==> config.mk <==
export PLATFORM = sky130hd
export DESIGN_NAME = ring_tone_gen
export DESIGN_NICKNAME = d
export VERILOG_FILES = /design/src/rtl/rtg_pkg.sv /design/src/rtl/rtg_wake.sv /design/src/rtl/rtg_divider.sv /design/src/rtl/ring_tone_gen.sv
export SDC_FILE = /design/constraint.sdc
export NUM_CORES = 1
export LEC_CHECK = 0
export BUFFER_PORTS_ARGS = -buffer_cell sky130_fd_sc_hd__buf_4
export CAP_MARGIN = 20
export CORE_AREA = 3 3 40 42
export DETAILED_ROUTE_END_ITERATION = 6
export DIE_AREA = 0 0 43 45
export GPL_ROUTABILITY_DRIVEN = 0
export GPL_TIMING_DRIVEN = 0
export MAX_ROUTING_LAYER = met4
export PLACE_DENSITY_LB_ADDON = 0.12
export SYNTH_ARGS = -nofsm -noshare
export SYNTH_HDL_FRONTEND = slang
export SYNTH_SLANG_ARGS = --single-unit
export TNS_END_PERCENT = 1
==> constraint.sdc <==
create_clock -name clk -period 2.85 [get_ports clk]
set_input_delay 0.285 -clock clk [delete_from_list [all_inputs] [get_ports clk]]
set_output_delay 0.285 -clock clk [all_outputs]
set_load 0.05 [all_outputs]
==> src/rtl/rtg_pkg.sv <==
package rtg_pkg;

    typedef enum logic {
        RATE_SLOW = 1'b0,
        RATE_FAST = 1'b1
    } rate_e;

    typedef struct packed {
        logic  running;
        logic  level;
        rate_e rate;
    } gen_state_t;

    function automatic int unsigned half_len(rate_e r, int unsigned slow, int unsigned fast);
        return (r == RATE_FAST) ? fast : slow;
    endfunction

    function automatic int unsigned max2(int unsigned a, int unsigned b);
        return (a > b) ? a : b;
    endfunction

endpackage

==> src/rtl/rtg_wake.sv <==
module rtg_wake #(
    parameter int unsigned WAKE_STROBES = 1
) (
    input  logic clk,
    input  logic rst,
    input  logic pd,
    input  logic strobe,
    output logic ready
);
    localparam int unsigned WW = $clog2(WAKE_STROBES + 1);

    logic [WW-1:0] seen;

    always_ff @(posedge clk) begin
        if (rst || pd) begin
            seen  <= '0;
            ready <= 1'b0;
        end else if (strobe && !ready) begin
            if (seen == WW'(WAKE_STROBES - 1)) begin
                ready <= 1'b1;
                seen  <= '0;
            end else begin
                seen <= seen + 1'b1;
            end
        end
    end
endmodule

==> src/rtl/rtg_divider.sv <==
module rtg_divider #(
    parameter int unsigned CW = 8
) (
    input  logic          clk,
    input  logic          clr,
    input  logic          start,
    input  logic          tick,
    input  logic [CW-1:0] half,
    output logic          boundary
);
    logic [CW-1:0] cnt;

    assign boundary = (cnt == half - 1'b1);

    always_ff @(posedge clk) begin
        if (clr || start) begin
            cnt <= '0;
        end else if (tick) begin
            if (boundary) cnt <= '0;
            else          cnt <= cnt + 1'b1;
        end
    end
endmodule

==> src/rtl/ring_tone_gen.sv <==
module ring_tone_gen
    import rtg_pkg::*;
#(
    parameter int unsigned HALF_SLOW    = 250,
    parameter int unsigned HALF_FAST    = 200,
    parameter int unsigned WAKE_STROBES = 1
) (
    input  logic clk,
    input  logic rst,
    input  logic fs_strobe,
    input  logic tone_sel,
    input  logic tone_en,
    input  logic tone_pd,
    output logic tone_out,
    output logic tone_ready
);
    localparam int unsigned CW = $clog2(max2(HALF_SLOW, HALF_FAST) + 1);

    gen_state_t    st;
    logic          ready;
    logic          clr;
    logic          live;
    logic          start;
    logic          tick;
    logic          boundary;
    logic [CW-1:0] half;

    rtg_wake #(.WAKE_STROBES(WAKE_STROBES)) u_wake (
        .clk    (clk),
        .rst    (rst),
        .pd     (tone_pd),
        .strobe (fs_strobe),
        .ready  (ready)
    );

    assign clr   = rst || tone_pd || !ready;
    assign live  = fs_strobe && !clr;
    assign start = live && !st.running && tone_en;
    assign tick  = live && st.running;
    assign half  = CW'(half_len(st.rate, HALF_SLOW, HALF_FAST));

    rtg_divider #(.CW(CW)) u_div (
        .clk      (clk),
        .clr      (clr),
        .start    (start),
        .tick     (tick),
        .half     (half),
        .boundary (boundary)
    );

    always_ff @(posedge clk) begin
        if (clr) begin
            st <= '{running: 1'b0, level: 1'b0, rate: RATE_SLOW};
        end else if (start) begin
            st <= '{running: 1'b1, level: 1'b1, rate: rate_e'(tone_sel)};
        end else if (tick && boundary) begin
            if (tone_en) begin
                st.level <= ~st.level;
                st.rate  <= rate_e'(tone_sel);
            end else begin
                st.running <= 1'b0;
                st.level   <= 1'b0;
            end
        end
    end

    assign tone_out   = st.level;
    assign tone_ready = ready;
endmodule

## Yosys cells after proc, flatten, opt, wreduce, memory -nomap -nowiden

Index checks and enable logic that the tools add are counted.

- Add/subtract/negate cells: 3
- Equality and inequality tests: 2
- Multiplexer cells: 8
- Bitwise logic cells: 2
- Reduce and logical (&&, ||, !) cells: 17

Operator list:

| cell | number |
|---|---|
| $add 8x1->8 const B | 1 |
| $eq 8x8->1 | 1 |
| $mux 8 | 1 |
| $sub 7x2->8 const B | 1 |
| $logic_and 1x1->1 | 6 |
| $mux 3 | 2 |
| $mux 6 | 1 |
| $reduce_and 2->1 | 3 |
| $mux 1 | 4 |
| $reduce_bool 2->1 | 2 |
| $logic_not 1->1 | 3 |
| $logic_or 1x1->1 | 3 |
| $ne 2x1->1 const B | 1 |
| $not 1->1 | 2 |
| $add 1x1->1 const B | 1 |

- Register bits after elaboration: 13
- Output and inout port bits: 2
- Logic and storage cells: 38

## Depth between registers and ports, before layout

Gate-level depths: netlist of run 1.

- Depth in word-level cells: 8
- Mapped depth: 5
- Depth with buffers taken out: 5

## Cells and area by module

A second synthesis of run 1 with hierarchy kept.

- Cells, all modules: 98
- Area, all modules: 819.5 um^2

By module, submodules not included:

| module | instances | cells each | area an instance (um^2) | sequential area each (um^2) |
|---|---|---|---|---|
| rtg_divider | 1 | 72 | 624.3 | 160.2 |
| ring_tone_gen | 1 | 23 | 161.4 | 60.1 |
| rtg_wake | 1 | 3 | 33.8 | 20.0 |

## Worst setup path after synthesis of run 1

No wires, ideal clock.

- Path type: register to register
- Start point: register u_wake.ready
- End point: register u_div.cnt[5]
- Arrival: 1.666 ns
- Required time: 2.705 ns
- Setup slack: 1.040 ns
- Stages on the path, launching flop included: 6
- Path through: dfxtp_1 > or3b_1 > buf_2 > nor4_1 > xnor2_1 > nor3_1

- Cells in the longest elaborated chain, start to end: 7

RTL lines:

| element | RTL line | RTL |
|---|---|---|
| start: declaration | rtg_wake.sv:8 | `output logic ready` |
| start signal: assignment | rtg_wake.sv:17 | `ready <= 1'b0;` |
| start signal: assignment | rtg_wake.sv:20 | `ready <= 1'b1;` |
| $logic_not 1->1 (*) | ring_tone_gen.sv:36 | `assign clr = rst \|\| tone_pd \|\| !ready;` |
| $logic_or 1x1->1 (*) | ring_tone_gen.sv:36 |  |
| $logic_not 1->1 | ring_tone_gen.sv:37 | `assign live = fs_strobe && !clr;` |
| $logic_and 1x1->1 | ring_tone_gen.sv:37 |  |
| $logic_and 1x1->1 (2 in series) | ring_tone_gen.sv:38 | `assign start = live && !st.running && tone_en;` |
| $logic_or 1x1->1 | rtg_divider.sv:16 | `if (clr \|\| start) begin` |
| end signal: assignment | rtg_divider.sv:20 | `else cnt <= cnt + 1'b1;` |
| end: declaration | rtg_divider.sv:11 | `logic [CW-1:0] cnt;` |

Every way passes the cells marked *; elsewhere a longest branch is shown, timed or not.
A chain may end at the register's enable or synchronous reset.

## Worst setup path in the final report of run 1

- Start point: register u_div.cnt[4]
- End point: register u_div.cnt[3]

- Cells in the longest elaborated chain, start to end: 2

RTL lines:

| element | RTL line | RTL |
|---|---|---|
| $eq 8x8->1 | rtg_divider.sv:13 | `assign boundary = (cnt == half - 1'b1);` |
| $mux 8 | rtg_divider.sv:19 | `if (boundary) cnt <= '0;` |

No other way between the ends.

==> flow_summary.json, run 1 <==
{
  "holdBufCountCts": 0,
  "gr-usage-all-layers_pct": 15.9,
  "dp_slack_ns": 1.03,
  "fillers": 128,
  "power_per_cell_area_mw_per_mm2": 463,
  "placed_cell_area_um2": 663,
  "yosysMostFrequentCell": "dfxtp_1",
  "syn_to_final_growth_pct": 18.2,
  "drt_iter0_drc": 8,
  "start_util_pct": 46.1,
  "final_nets": 87,
  "cts_made_buffers": 3,
  "drv_cap": 0,
  "yosys.area_share.simple_pct": 32.8,
  "cp_max_fo": 7,
  "ioPinCount": 8,
  "yosys.area.top_type": "dfxtp_1",
  "cts_resized": 0,
  "ant_nets": 0,
  "viasPerCell": 5.83,
  "synth_common_cells": "12 x dfxtp_1, 9 x nor3_1, 7 x nand2_1",
  "dieWidth_um": 43,
  "worstSetupPathType": "reg2reg",
  "drive_above_1_share_pct": 17.7,
  "clk_path_buf_depth": 2,
  "hold_class": "in2reg",
  "hold_slack_ns": 0.179,
  "netlist_instances": 68,
  "cts_tree": "built",
  "clk_latency_ns": 0.28,
  "clk_pin_slew_ns": 0.08,
  "hpwlAfterDp_um": 843,
  "gr-total-overflow": 0,
  "finalCritPeriodShare_pct": 64.5,
  "fin_crit_ns": 1.84,
  "setup_slack_ns": 1.01,
  "yosysUniqueCellTypes": 27,
  "grt_pass1_vias": 507,
  "setup_tns_ns": 0,
  "synth-seq-cells": 12,
  "vias": 548,
  "h-tree-depth": 1,
  "async_flop_share_pct": 0,
  "setup_violations": 0,
  "cts_root_buf": "clkbuf_4",
  "slew_headroom_pct": 49.1,
  "ir_drop_mv": 0.221,
  "die_y_um": 45,
  "synth_ff_type": "dfxtp_1",
  "io_buffers": 7,
  "diodes": 0,
  "clock-sinks": 12,
  "rsz0062_at_grt": "false",
  "ys_seq_area_share_pct": 40.6,
  "start_kind": "flop",
  "leakagePower_nw": 0.225,
  "wire_per_inst_um": 12.4,
  "synth.area.mux_share_pct": 1.69,
  "yosys.area_share.xor_xnor_pct": 8.88,
  "fin_area_um2": 699,
  "clock_skew_ns": 0.00247,
  "fmax_ghz": 0.544,
  "yosys.area_share.adder_pct": 2.11,
  "avgSynthCellArea_um2": 8.70,
  "synth_top_family_by_area": "simple AND/OR/NAND/NOR gates",
  "hold_viol_final": 0,
  "dieArea_mm2": 0.00194,
  "synth_top_area_share_pct": 40.6,
  "core-area_mm2": 0.00128,
  "worstMarginPinSlew_ns": 0.758,
  "synth_compound_area_share_pct": 11.8,
  "drt-total-wl_um": 1170,
  "first_pass_iters": 4,
  "postLayoutCoreUtil_pct": 54.4,
  "drc": 0,
  "post-cts-setup-buffers": 0,
  "synth_area_leaders": "dfxtp_1 41%, nor3_1 7.6%, nand2_1 4.4%",
  "grt_max_degree": 9,
  "cp-end-kind": "flop",
  "synth_edf_count": 0,
  "yosys_warnings": 0,
  "synthesis.area_um2": 592,
  "cp.arrival_ns": 1.97,
  "outcome": "finished, final reports clean",
  "antenna_found_initial": 0,
  "grt_first_pass_wirelength_um": 2170,
  "cp_data_required_time_ns": 2.98,
  "rows": 13,
  "drv_slew": 0,
  "syn_nets": 75
}
cell families after synthesis:
kind of cell,count (synthesis)
simple gates,35
flops,12
compound gates,10
fa+ha+maj,1
buf+inv,3
xor+xnor,6
mux,1
critical path, stage by stage, from the launching register on:
cell     delay [ns]
dfxtp_1        0.44
nand3_1        0.12
o32a_1         0.35
nor3_1         0.65
nor3_1         0.14
registers in the layout, indices dropped and copies added, names as in the netlist:
| signal | count |
|---|---|
| tone_out | 1 |
| u_wake.ready | 1 |
| u_div.cnt | 8 |
| st | 2 |
cell usage in the layout, fill, tap and decap left out, types with 3 or more instances in the layout:
cell type	count
dfxtp_1	12
nor3_1	9
nand2_1	7
buf_4	7
nand3_1	4
nand4_1	4
xnor2_1	3
xor2_1	3
clkbuf_4	3
per-stage QoR:
step / total power [mW] / std cells
2_1_floorplan: 0.182 / 68
3_3_place_gp: 0.191 / 90
3_5_place_dp: 0.191 / 90
4_1_cts: 0.329 / 94
5_1_grt: 0.344 / 94
6_report: 0.324 / 94
final cells by class:
class	instances	area [µm²]	share of cell area, %
multi-input combinational	53	339	48.5
sequential	12	240	34.3
timing repair buffer	7	52.6	7.51
clock buffer	4	36.3	5.19
tap	15	18.8	2.68
inverter	2	7.51	1.07
buffer	1	5.00	0.716
layer usage:
metal | GRT usage, % | part of all wire (%) | vias to the layer above | wire, µm
li1 | - | - | 276 | -
met1 | 19.0 | 49 | 248 | 575
met2 | 23.1 | 42 | 18 | 494
met3 | 4.78 | 5.5 | 6 | 64
met4 | 10.8 | 2.6 | 0 | 30
met5 | - | 0 | - | 0
where the power goes:
group          internal (mW)  total, mW  switching [mW]
logic                0.00846     0.0180         0.00957
registers              0.168      0.169        0.000757
clock network         0.0778      0.137          0.0592
worst paths after layout:
path	end	cells past startpoint	slack, ns	from
setup reg to reg	u_div.cnt[3]	4	1.01	u_div.cnt[4]
setup / recovery	u_div.cnt[3]	4	1.01	u_div.cnt[4]
hold reg to reg	tone_out	2	0.47	tone_out
hold / removal	u_wake.ready	2	0.18	rst
(Power assumes the default switching activity.)
==> run 2, diff against run 1 <==
ABC_AREA = 1   (was not set)
CORE_AREA = not set   (was 3 3 40 42)
CORE_MARGIN = 3   (was not set)
CORE_UTILIZATION = 55   (was not set)
DIE_AREA = not set   (was 0 0 43 45)
clock period = 1.8 ns   (was 2.85 ns; I/O delays follow)
==> flow_summary.json, run 2 <==
{
  "yosysUniqueCellTypes": 16,
  "cts_root_buf": "clkbuf_4",
  "hold_class": "in2reg",
  "core-area_mm2": 0.00117,
  "syn_to_final_growth_pct": 14.6,
  "power.total_mw": 0.515,
  "die_y_um": 42.4,
  "ir_drop_mv": 0.406,
  "wire_per_inst_um": 10.2,
  "placed_cell_area_um2": 800,
  "h-tree-depth": 1,
  "finalCritPeriodShare_pct": 72.9,
  "drv_cap": 0,
  "dieWidth_um": 42.4,
  "netlist_instances": 111,
  "clk_pin_slew_ns": 0.08,
  "grt_pass1_vias": 639,
  "ys_seq_area_share_pct": 32.9,
  "post-cts-setup-buffers": 0,
  "synth-seq-cells": 12,
  "drive_above_1_share_pct": 18.9,
  "final_nets": 130,
  "multi_input_area_um2": 395,
  "final_common_cell": "nand2_1",
  "drv_slew": 0,
  "viasPerCell": 4.88,
  "ant_nets": 0,
  "clock_skew_ns": 0.00443,
  "antenna_found_initial": 0,
  "layout.cells.non_filler": 136,
  "ioPinCount": 8,
  "grt_first_pass_wirelength_um": 2560,
  "drc": 0,
  "clk_path_buf_depth": 2,
  "yosysMostFrequentCell": "nand2_1",
  "synth_ff_type": "dfxtp_1",
  "setup_violations": 0,
  "io_buffers": 7,
  "cts_tree": "built",
  "holdCritStartpoint": "tone_en",
  "first_pass_iters": 4,
  "syn_nets": 118,
  "clock-sinks": 12,
  "dp_cells": 132,
  "cp.arrival_ns": 1.49,
  "synthesis.area_um2": 729,
  "clk_latency_ns": 0.28,
  "seq_area_um2": 240,
  "fin_area_um2": 836,
  "synth_top_area_share_pct": 32.9,
  "diodes": 0,
  "holdBufCountCts": 0,
  "cp_data_required_time_ns": 1.97,
  "leakagePower_nw": 0.343,
  "vias": 664,
  "start_kind": "flop",
  "layout_common_cells": "27 x nand2_1, 23 x inv_1, 13 x nor2_1, 12 x dfxtp_1, 9 x nand3_1",
  "gr-usage-all-layers_pct": 19.7,
  "largest_register_ff_count": 8,
  "yosys_warnings": 0,
  "cts_resized": 0,
  "top_register": "u_div.cnt",
  "worstMarginPinSlew_ns": 0.216,
  "cp_max_fo": 5,
  "slew_headroom_pct": 85.6,
  "reg_top3": "u_div.cnt: 8 flops, st: 2 flops",
  "worstSetupPathType": "reg2reg",
  "drt-total-wl_um": 1390,
  "rsz0062_at_grt": "false",
  "fmax_ghz": 0.762,
  "synth_edf_count": 0,
  "outcome": "finished, final reports clean",
  "cp-startpoint": "u_wake.ready",
  "drt_iter0_drc": 14,
  "setup_tns_ns": 0,
  "reg2reg_from": "u_wake.ready",
  "avgSynthCellArea_um2": 6.57,
  "async_flop_share_pct": 0,
  "yosys.area.top_type": "dfxtp_1",
  "start_util_pct": 62.3,
  "hold_viol_final": 0,
  "cts_made_buffers": 3,
  "fin_crit_ns": 1.31,
  "fillers": 120,
  "power_per_cell_area_mw_per_mm2": 616,
  "cp-end-kind": "flop",
  "synth_area_leaders": "dfxtp_1 33%, nand2_1 14%, inv_1 12%",
  "hpwlAfterDp_um": 1120,
  "postLayoutCoreUtil_pct": 71.4,
  "gr-total-overflow": 0,
  "synth_common_cells": "27 x nand2_1, 23 x inv_1, 13 x nor2_1",
  "rows": 12,
  "grt_max_degree": 10,
  "dieArea_mm2": 0.00180
}
==> run 2: cell count changes after synthesis, moves of 4 or more <==
cell,before,now
nor2_1,2,13
nand3_1,4,9
inv_1,2,23
nor3_1,9,0
nand2_1,7,27
a21oi_1,2,8
nor2_4,0,4
==> run 2: power by group <==
part           switching (mW)  internal [mW]
Combinational          0.0152         0.0114
Sequential           0.000993          0.266
Clock                  0.0976          0.123
Total                   0.114          0.401
==> run 2: worst paths after layout <==
check	endpoint	slack, ns	cells past startpoint
worst max-delay path	u_div.cnt[6]	0.49	7
worst min-delay path	st[2]	0.1	3
worst max register to register	u_div.cnt[6]	0.49	7
worst min register to register	u_div.cnt[7]	0.50	2
==> run 2: metrics by stage <==
step                      setup WS (ns)  hold slack [ns]
after floorplan                   0.277            0.291
after global placement            0.532            0.387
after detailed placement          0.495            0.393
after CTS                         0.483            0.102
after global routing              0.329            0.126
final                             0.488           0.0971
==> run 2: kinds of logic (layout without fill, tap and decap cells) <==
logic type,Yosys count,count (layout),synth area share (%)
buffers and inverters,25,36,12.9
xor gates and xnor gates,3,3,3.60
AOI/OAI and AO/OA,10,10,6.86
DFF,12,12,32.9
and+or+nand+nor,60,60,42.0
adders and majority gates,1,1,1.71
==> run 2: metal layers <==
metal	vias to the layer above	global-route usage [%]	routed length (µm)
li1	358	-	-
met4	0	9.32	45
met2	13	31.6	641
met1	287	20.3	620
met3	6	9.01	82
met5	-	-	0
==> run 2: worst max-delay path, stage by stage, from the launching register on <==
cell and delay (ns):
dfxtp_1 0.35, inv_1 0.08, nor2_4 0.18, nand2_1 0.14, nor2_4 0.15, a21oi_1 0.11, inv_1 0.15, a21oi_1 0.05
==> run 2: area by class of cell <==
cell class              instances  share of cell area, %
multi-input cells              74                   47.3
clock buffers                   4                   4.34
repair buffers                  7                   6.29
inverters                      25                   11.2
well taps                      14                   2.10
flip-flops and latches         12                   28.7
